===== src/rtl/shift_xfer_pkg.sv =====
package shift_xfer_pkg;

    typedef enum logic [1:0] {
        REG_PORT  = 2'd0,
        REG_SHIFT = 2'd1,
        REG_AUX   = 2'd2,
        REG_FLAGS = 2'd3
    } reg_sel_e;

    localparam int PORT_REQ_BIT  = 3;
    localparam int PORT_ACK_BIT  = 4;
    localparam int PORT_BUSY_BIT = 5;
    localparam int AUX_OUT_BIT   = 4;
    localparam int FLAG_SH_BIT   = 2;

    localparam logic [7:0] PORT_RESET = 8'h30;

    typedef enum logic [1:0] {
        PKT_DEVICE  = 2'd0,
        PKT_CONTROL = 2'd1,
        PKT_OTHER   = 2'd2
    } pkt_kind_e;

    function automatic pkt_kind_e classify(input logic [7:0] first);
        case (first)
            8'h00:   return PKT_DEVICE;
            8'h01:   return PKT_CONTROL;
            default: return PKT_OTHER;
        endcase
    endfunction

endpackage


===== src/rtl/spx_inbound.sv =====
module spx_inbound #(
    parameter int DEPTH = 128
) (
    input  logic                           clk,
    input  logic                           rst,
    input  logic                           wr_en,
    input  logic [$clog2(DEPTH)-1:0]       wr_idx,
    input  logic [7:0]                     wr_data,
    input  logic                           commit,
    input  logic [$clog2(DEPTH+1)-1:0]     commit_len,
    input  logic                           take,
    output logic                           pending,
    output logic [7:0]                     next_byte
);
    localparam int AW = $clog2(DEPTH);
    localparam int LW = $clog2(DEPTH + 1);
    localparam logic [LW-1:0] DEPTH_L = LW'(DEPTH);

    logic [7:0]    mem [DEPTH];
    logic [LW-1:0] rd_pos_q;
    logic [LW-1:0] size_q;

    always_ff @(posedge clk) begin
        if (wr_en) mem[wr_idx] <= wr_data;
    end

    always_ff @(posedge clk) begin
        if (rst) begin
            rd_pos_q <= '0;
            size_q   <= '0;
        end else if (commit) begin
            rd_pos_q <= '0;
            size_q   <= (commit_len > DEPTH_L) ? DEPTH_L : commit_len;
        end else if (take && pending) begin
            rd_pos_q <= rd_pos_q + 1'b1;
        end
    end

    assign pending   = rd_pos_q < size_q;
    assign next_byte = mem[rd_pos_q[AW-1:0]];


    commit_rewind_chk: assert property (@(posedge clk) disable iff (rst)
        commit |=> (rd_pos_q == '0));


    take_advance_chk: assert property (@(posedge clk) disable iff (rst)
        (take && pending && !commit) |=> (rd_pos_q == $past(rd_pos_q) + 1'b1));
endmodule


===== src/rtl/spx_outbound.sv =====
module spx_outbound
    import shift_xfer_pkg::*;
#(
    parameter int DEPTH = 16
) (
    input  logic                         clk,
    input  logic                         rst,
    input  logic                         store,
    input  logic [7:0]                   din,
    input  logic                         finish,
    input  logic [$clog2(DEPTH)-1:0]     rd_idx,
    output logic [7:0]                   rd_data,
    output logic                         valid,
    output logic [$clog2(DEPTH+1)-1:0]   len,
    output pkt_kind_e                    kind
);
    localparam int AW = $clog2(DEPTH);
    localparam int LW = $clog2(DEPTH + 1);
    localparam logic [LW-1:0] DEPTH_L = LW'(DEPTH);

    logic [7:0]    mem [DEPTH];
    logic [LW-1:0] wr_pos_q;
    logic          room;

    assign room = wr_pos_q < DEPTH_L;

    always_ff @(posedge clk) begin
        if (store && room) mem[wr_pos_q[AW-1:0]] <= din;
    end

    always_ff @(posedge clk) begin
        if (rst) begin
            wr_pos_q <= '0;
            valid    <= 1'b0;
            len      <= '0;
            kind     <= PKT_DEVICE;
        end else begin
            valid <= 1'b0;
            if (finish) begin
                wr_pos_q <= '0;
                if (wr_pos_q != '0) begin
                    valid <= 1'b1;
                    len   <= wr_pos_q;
                    kind  <= classify(mem[0]);
                end
            end else if (store && room) begin
                wr_pos_q <= wr_pos_q + 1'b1;
            end
        end
    end

    assign rd_data = mem[rd_idx];


    fill_cap_chk: assert property (@(posedge clk) disable iff (rst)
        wr_pos_q <= DEPTH_L);


    delivered_len_chk: assert property (@(posedge clk) disable iff (rst)
        valid |-> (len != '0));


    restart_chk: assert property (@(posedge clk) disable iff (rst)
        finish |=> (wr_pos_q == '0));


    empty_end_chk: assert property (@(posedge clk) disable iff (rst)
        (finish && wr_pos_q == '0) |=> !valid);
endmodule


===== src/rtl/shift_pkt_xfer.sv =====
module shift_pkt_xfer
    import shift_xfer_pkg::*;
#(
    parameter int IN_DEPTH  = 128,
    parameter int OUT_DEPTH = 16,
    parameter int IN_AW     = $clog2(IN_DEPTH),
    parameter int IN_LW     = $clog2(IN_DEPTH + 1),
    parameter int OUT_AW    = $clog2(OUT_DEPTH),
    parameter int OUT_LW    = $clog2(OUT_DEPTH + 1)
) (
    input  logic              clk,
    input  logic              rst,
    input  logic              host_wr,
    input  logic [1:0]        host_addr,
    input  logic [7:0]        host_wdata,
    output logic [7:0]        host_rdata,
    input  logic              fill_wr,
    input  logic [IN_AW-1:0]  fill_idx,
    input  logic [7:0]        fill_data,
    input  logic              fill_commit,
    input  logic [IN_LW-1:0]  fill_len,
    output logic              treq_n,
    output logic              shift_flag,
    output logic              pkt_valid,
    output logic [OUT_LW-1:0] pkt_len,
    output logic [1:0]        pkt_kind,
    input  logic [OUT_AW-1:0] pkt_rd_idx,
    output logic [7:0]        pkt_rd_data
);
    reg_sel_e  sel;
    logic [7:0] port_q, aux_q, sr_q, sr_next;
    logic       flag_q;
    logic       wr_port, wr_aux, wr_shift, wr_flags;
    logic       step, take, out_on, store, finish;
    logic       pending, flag_set, flag_clr;
    logic [7:0] next_byte;
    pkt_kind_e  kind;

    assign sel      = reg_sel_e'(host_addr);
    assign wr_port  = host_wr && (sel == REG_PORT);
    assign wr_aux   = host_wr && (sel == REG_AUX);
    assign wr_shift = host_wr && (sel == REG_SHIFT);
    assign wr_flags = host_wr && (sel == REG_FLAGS);

    // handshake step: busy line low and the {busy, ack} pair moved
    assign step = wr_port && !host_wdata[PORT_BUSY_BIT]
               && (host_wdata[PORT_BUSY_BIT:PORT_ACK_BIT] != port_q[PORT_BUSY_BIT:PORT_ACK_BIT]);
    assign out_on = aux_q[AUX_OUT_BIT];
    assign take   = step && pending && !fill_commit;
    assign store  = step && out_on;
    assign finish = wr_aux && !host_wdata[AUX_OUT_BIT] && out_on;

    always_comb begin
        if (take)        sr_next = next_byte;
        else if (out_on) sr_next = sr_q;
        else             sr_next = 8'h00;
    end

    assign flag_set = fill_commit || take || store;
    assign flag_clr = wr_flags && host_wdata[FLAG_SH_BIT];

    always_ff @(posedge clk) begin
        if (rst) begin
            port_q <= PORT_RESET;
            aux_q  <= 8'h00;
            sr_q   <= 8'h00;
            flag_q <= 1'b0;
        end else begin
            if (wr_port) port_q <= host_wdata;
            if (wr_aux)  aux_q  <= host_wdata;
            if (step)          sr_q <= sr_next;
            else if (wr_shift) sr_q <= host_wdata;
            if (flag_set)      flag_q <= 1'b1;
            else if (flag_clr) flag_q <= 1'b0;
        end
    end

    spx_inbound #(.DEPTH(IN_DEPTH)) u_in (
        .clk        (clk),
        .rst        (rst),
        .wr_en      (fill_wr),
        .wr_idx     (fill_idx),
        .wr_data    (fill_data),
        .commit     (fill_commit),
        .commit_len (fill_len),
        .take       (take),
        .pending    (pending),
        .next_byte  (next_byte)
    );

    spx_outbound #(.DEPTH(OUT_DEPTH)) u_out (
        .clk     (clk),
        .rst     (rst),
        .store   (store),
        .din     (sr_next),
        .finish  (finish),
        .rd_idx  (pkt_rd_idx),
        .rd_data (pkt_rd_data),
        .valid   (pkt_valid),
        .len     (pkt_len),
        .kind    (kind)
    );

    assign pkt_kind   = kind;
    assign treq_n     = !pending;
    assign shift_flag = flag_q;

    always_comb begin
        case (sel)
            REG_PORT:  host_rdata = {port_q[7:4], treq_n, port_q[2:0]};
            REG_SHIFT: host_rdata = sr_q;
            REG_AUX:   host_rdata = aux_q;
            default:   host_rdata = {5'b0, flag_q, 2'b0};
        endcase
    end


    inbound_load_chk: assert property (@(posedge clk) disable iff (rst)
        take |=> (sr_q == $past(next_byte)) && flag_q);


    request_after_commit_chk: assert property (@(posedge clk) disable iff (rst)
        (fill_commit && fill_len != '0) |=> !treq_n);


    commit_flag_chk: assert property (@(posedge clk) disable iff (rst)
        fill_commit |=> shift_flag);


    busy_high_chk: assert property (@(posedge clk) disable iff (rst)
        (wr_port && host_wdata[PORT_BUSY_BIT]) |=> $stable(sr_q));


    flag_clear_chk: assert property (@(posedge clk) disable iff (rst)
        (flag_clr && !flag_set) |=> !shift_flag);
endmodule


===== config.mk =====
export PLATFORM = sky130hd
export DESIGN_NAME = shift_pkt_xfer
export DESIGN_NICKNAME = d
export VERILOG_FILES = /design/src/rtl/shift_xfer_pkg.sv /design/src/rtl/spx_inbound.sv /design/src/rtl/spx_outbound.sv /design/src/rtl/shift_pkt_xfer.sv
export SDC_FILE = /design/constraint.sdc
export NUM_CORES = 1
export LEC_CHECK = 0
export BUFFER_PORTS_ARGS = -buffer_cell sky130_fd_sc_hd__buf_2
export CAP_MARGIN = 20
export CORE_MARGIN = 4
export CORE_UTILIZATION = 31
export DETAILED_ROUTE_END_ITERATION = 10
export PLACE_DENSITY_LB_ADDON = 0.1
export REMOVE_ABC_BUFFERS = 1
export SKIP_LAST_GASP = 1
export SYNTH_ARGS = -nofsm -noshare
export SYNTH_HDL_FRONTEND = slang
export SYNTH_SLANG_ARGS = --single-unit

===== constraint.sdc =====
create_clock -name clk -period 3.72 [get_ports clk]
set_input_delay 0.744 -clock clk [delete_from_list [all_inputs] [get_ports clk]]
set_output_delay 0.744 -clock clk [all_outputs]
set_load 0.03 [all_outputs]

==> results.cfg <==
[layout]
utilization = 0.3743
final_nets = 2824
drive_gt1_frac = 0.3080
area_delta_synth_final_pct = 19.65
fillCellCount = 14050

[critical_path]
critPathRequiredTime_ns = 4.15
slowest_stage = mux4_2
worst-path-max-fanout = 34
critical-path-top-delay-family = compound AO/OA/AOI/OAI gates
crit_path_end_kind = flop
crit_chain = buf_12, mux4_2, a22o_1, a221oi_1, o22ai_1, a311o_1, o311ai_2, nand2_2
crit_buf_inv = 1
cp-start-kind = flop
critPathMaxStageDelay_ns = 0.57
path_class = flop to flop
arrival_ns = 4.08

[clocking]
cts_made_buffers = 138
cts_max_path_buffers = 3
clkSlewWorstSetupHoldPaths_ns = 0.06
post_cts_buffers = 0
cts_tree = built
clockRootBuffer = clkbuf_16
htreeDepth = 4
cts_sinks = 1212
clock_latency_ns = 0.77

[detailed_routing]
first_iter_violations = 2019
totalWireLength_um = 142900
ant_nets = 0
first_pass_iters = 5
via_count = 24980
route.detailed.drc = 0
wire_per_inst_um = 29.10
vias_per_cell = 5.086

[run_status]
status = finished, final reports clean

[sta]
min_period_ns = 3.641
rsz0062_at_grt = yes
max_slew_margin = 0.4094
min_period_over_period = 0.9788
max_freq_ghz = 0.2746
worst_slew_pin_slew_ns = 0.8826
hold_violations = 0
slew_violations = 0
skew_ns = 0.02969
setup_viol = 0

[synth]
async_flop_share = 0
synthCells = 2398
synth_edf_count = 1152
synth_cell_types = 69
ys_warn_count = 0
yosysSeqAreaShare = 0.7506
syn-mean-instance-area_sq_um = 19.89
synth_area_sq_mm = 0.04768
synthFlopType = edfxtp_1
synth-seq-cells = 1212

[power]
sw_frac_of_total = 0.2073
pwr-share-comb = 0.023
p_int_w = 0.02323
p_clk_frac = 0.466
power.density_mw_per_mm2 = 513.6
p_sw_w = 0.006075
ir_drop_mv = 0.4302
power_frac_seq = 0.511
power_leakage_nw = 17.83
design_power_total_w = 0.02930

[floorplan]
coreArea_sq_mm = 0.1524
dieArea_sq_mm = 0.1602
fp.dieH_um = 400.2
rows = 143
die_x_um = 400.2
initial_core_util = 0.3128
io_pins = 68

[place]
port_buffers = 67
dp_hpwl_um = 94140
place_congestion = 0.7806

[grt]
grt_pass1_wl_um = 202100
grt.total_usage = 0.1760
overflow = 0
grt_max_degree = 129
grt_pass1_vias = 26210
antenna_found_initial = 3

[min_path]
min_path_type = input port to flop

[run]
maxCapViolCount = 0
==> cell usage after synthesis (12+ instances only) <==
library cell,count,area share
dfxtp_1,60,0.025
mux4_2,296,0.14
clkbuf_1,49,0.0039
buf_4,22,0.0035
nor2b_1,27,0.0035
a221oi_1,14,0.0026
buf_2,21,0.0022
inv_1,12,0.00094
a21oi_1,47,0.0049
buf_1,14,0.0011
nand2_1,101,0.0080
mux2i_1,71,0.015
buf_6,13,0.0031
nor3_1,22,0.0023
ha_1,12,0.0031
edfxtp_1,1152,0.73
a22oi_1,49,0.0077
nor2_1,212,0.017
o21ai_0,26,0.0027
nand3_1,35,0.0037
==> layout make-up <==
class	count	area (sq um)	share of cell area
Clock buffer	174	3704	0.06491
Multi-Input combinational cell	1043	11060	0.1938
Tap cell	2030	2540	0.04452
Sequential cell	1212	35810	0.6277
Inverter	14	52.55	0.0009211
Antenna cell	5	12.51	0.0002193
Clock inverter	73	838.3	0.01469
Timing Repair Buffer	361	3038	0.05325
==> what timing repair did <==
item                       in CTS  in global routing
hold buffers                    0                  0
gates resized for setup         4                  3
hold endpoints to repair        0                  0
gates cloned                    0                  1
setup endpoints to repair      64                 48
==> layer usage <==
| metal | GRT usage | wire length [um] | vias to the layer above |
|---|---|---|---|
| met4 | 0.04725 | 3387 | 2 |
| met2 | 0.2940 | 70220 | 639 |
| met3 | 0.03142 | 6349 | 184 |
| met1 | 0.2375 | 62970 | 13560 |
| met5 | 0 | 13 | - |
| li1 | - | - | 10590 |
==> layout by cell type (no fill, tap or decap), types with 5 or more instances in the layout <==
master         n
buf_4        265
buf_12        35
a22oi_1       49
a221oi_1      14
clkbuf_16    143
and2_1         6
mux4_2       296
inv_1         12
nor2_1       212
o22ai_1        7
o21ai_0       24
nand3_1       35
nand2b_1       7
dfxtp_1       55
xor2_1         6
buf_2         59
a211oi_1       5
a21oi_1       47
nand2_1       98
edfxtp_1    1152
a31oi_1        9
clkinvlp_4     7
bufinv_16     14
nand4_1       10
nor2b_1       26
clkbuf_1      29
nor3_1        22
mux2i_1       71
diode_2        5
o211ai_1       5
ha_1          12
clkinv_1      17
clkinv_2      23
==> final timing paths <==
check	startpoint	to	slack (ns)	depth (start not counted)
worst min register to register	aux_q[3]$_SDFFE_PP0P_	aux_q[3]$_SDFFE_PP0P_	0.46	2
worst max-delay path	flop	u_out.mem[1][5]$_DFFE_PP_	0.08	8
worst min-delay path	fill_len[4]	u_in.size_q[4]$_SDFFE_PP0P_	0.22	3
worst max register to register	flop	u_out.mem[1][5]$_DFFE_PP_	0.08	8
==> power by group through the flow <==
| stage | sequential, W | clock (W) | combinational [W] |
|---|---|---|---|
| 5_1_grt | 0.0150 | 0.0146 | 0.000718 |
| 2_1_floorplan | 0.0153 | 0 | 0.000235 |
| 3_3_place_gp | 0.0153 | 0 | 0.000667 |
| 4_1_cts | 0.0150 | 0.0140 | 0.000684 |
| 6_report | 0.0150 | 0.0137 | 0.000667 |
| 3_5_place_dp | 0.0153 | 0 | 0.000684 |
==> logic make-up (layout without fill, tap and decap cells) <==
kind of cell | after synthesis | count (layout) | share of synthesized area
mux | 372 | 372 | 0.1562
buf+inv | 143 | 622 | 0.01795
xor+xnor | 10 | 10 | 0.001837
compound gates | 199 | 199 | 0.02836
simple gates | 450 | 450 | 0.04185
other cells | 0 | 5 | 0
flops | 1212 | 1212 | 0.7506
fa+ha+maj | 12 | 12 | 0.003149
==> registers in the layout (all words and copies together), names as in the netlist, named ones only <==
register        cells
aux_q               8
port_q              7
shift_flag          1
sr_q                8
u_in.mem         1024
u_in.rd_pos_q       8
u_in.size_q         8
u_out.kind          2
u_out.len           5
u_out.mem         128
u_out.valid         1
u_out.wr_pos_q      5
==> metrics by stage <==
step | setup WS, ns | TNS, ns | std cells | instance area [sq um] | hold WS [ns]
4_1_cts | 0.04583 | 0 | 4906 | 57010 | 0.1420
5_1_grt | -0.02801 | -0.4695 | 4907 | 57040 | 0.2001
3_3_place_gp | -0.02492 | -0.3939 | 4659 | 52450 | 0.4429
3_5_place_dp | -0.07854 | -2.435 | 4659 | 52450 | 0.4506
6_report | 0.07876 | 0 | 4912 | 57050 | 0.2161
2_1_floorplan | -9.504 | -1215.21 | 2269 | 46880 | 0.4273
==> worst register-to-register path: stages (launching register included) <==
cell	delay, ns
dfxtp_4	0.51
buf_12	0.31
mux4_2	0.64
a22o_1	0.23
a221oi_1	0.44
o22ai_1	0.21
a311o_1	0.44
o311ai_2	0.21
nand2_2	0.32
(Power assumes the default switching activity.)
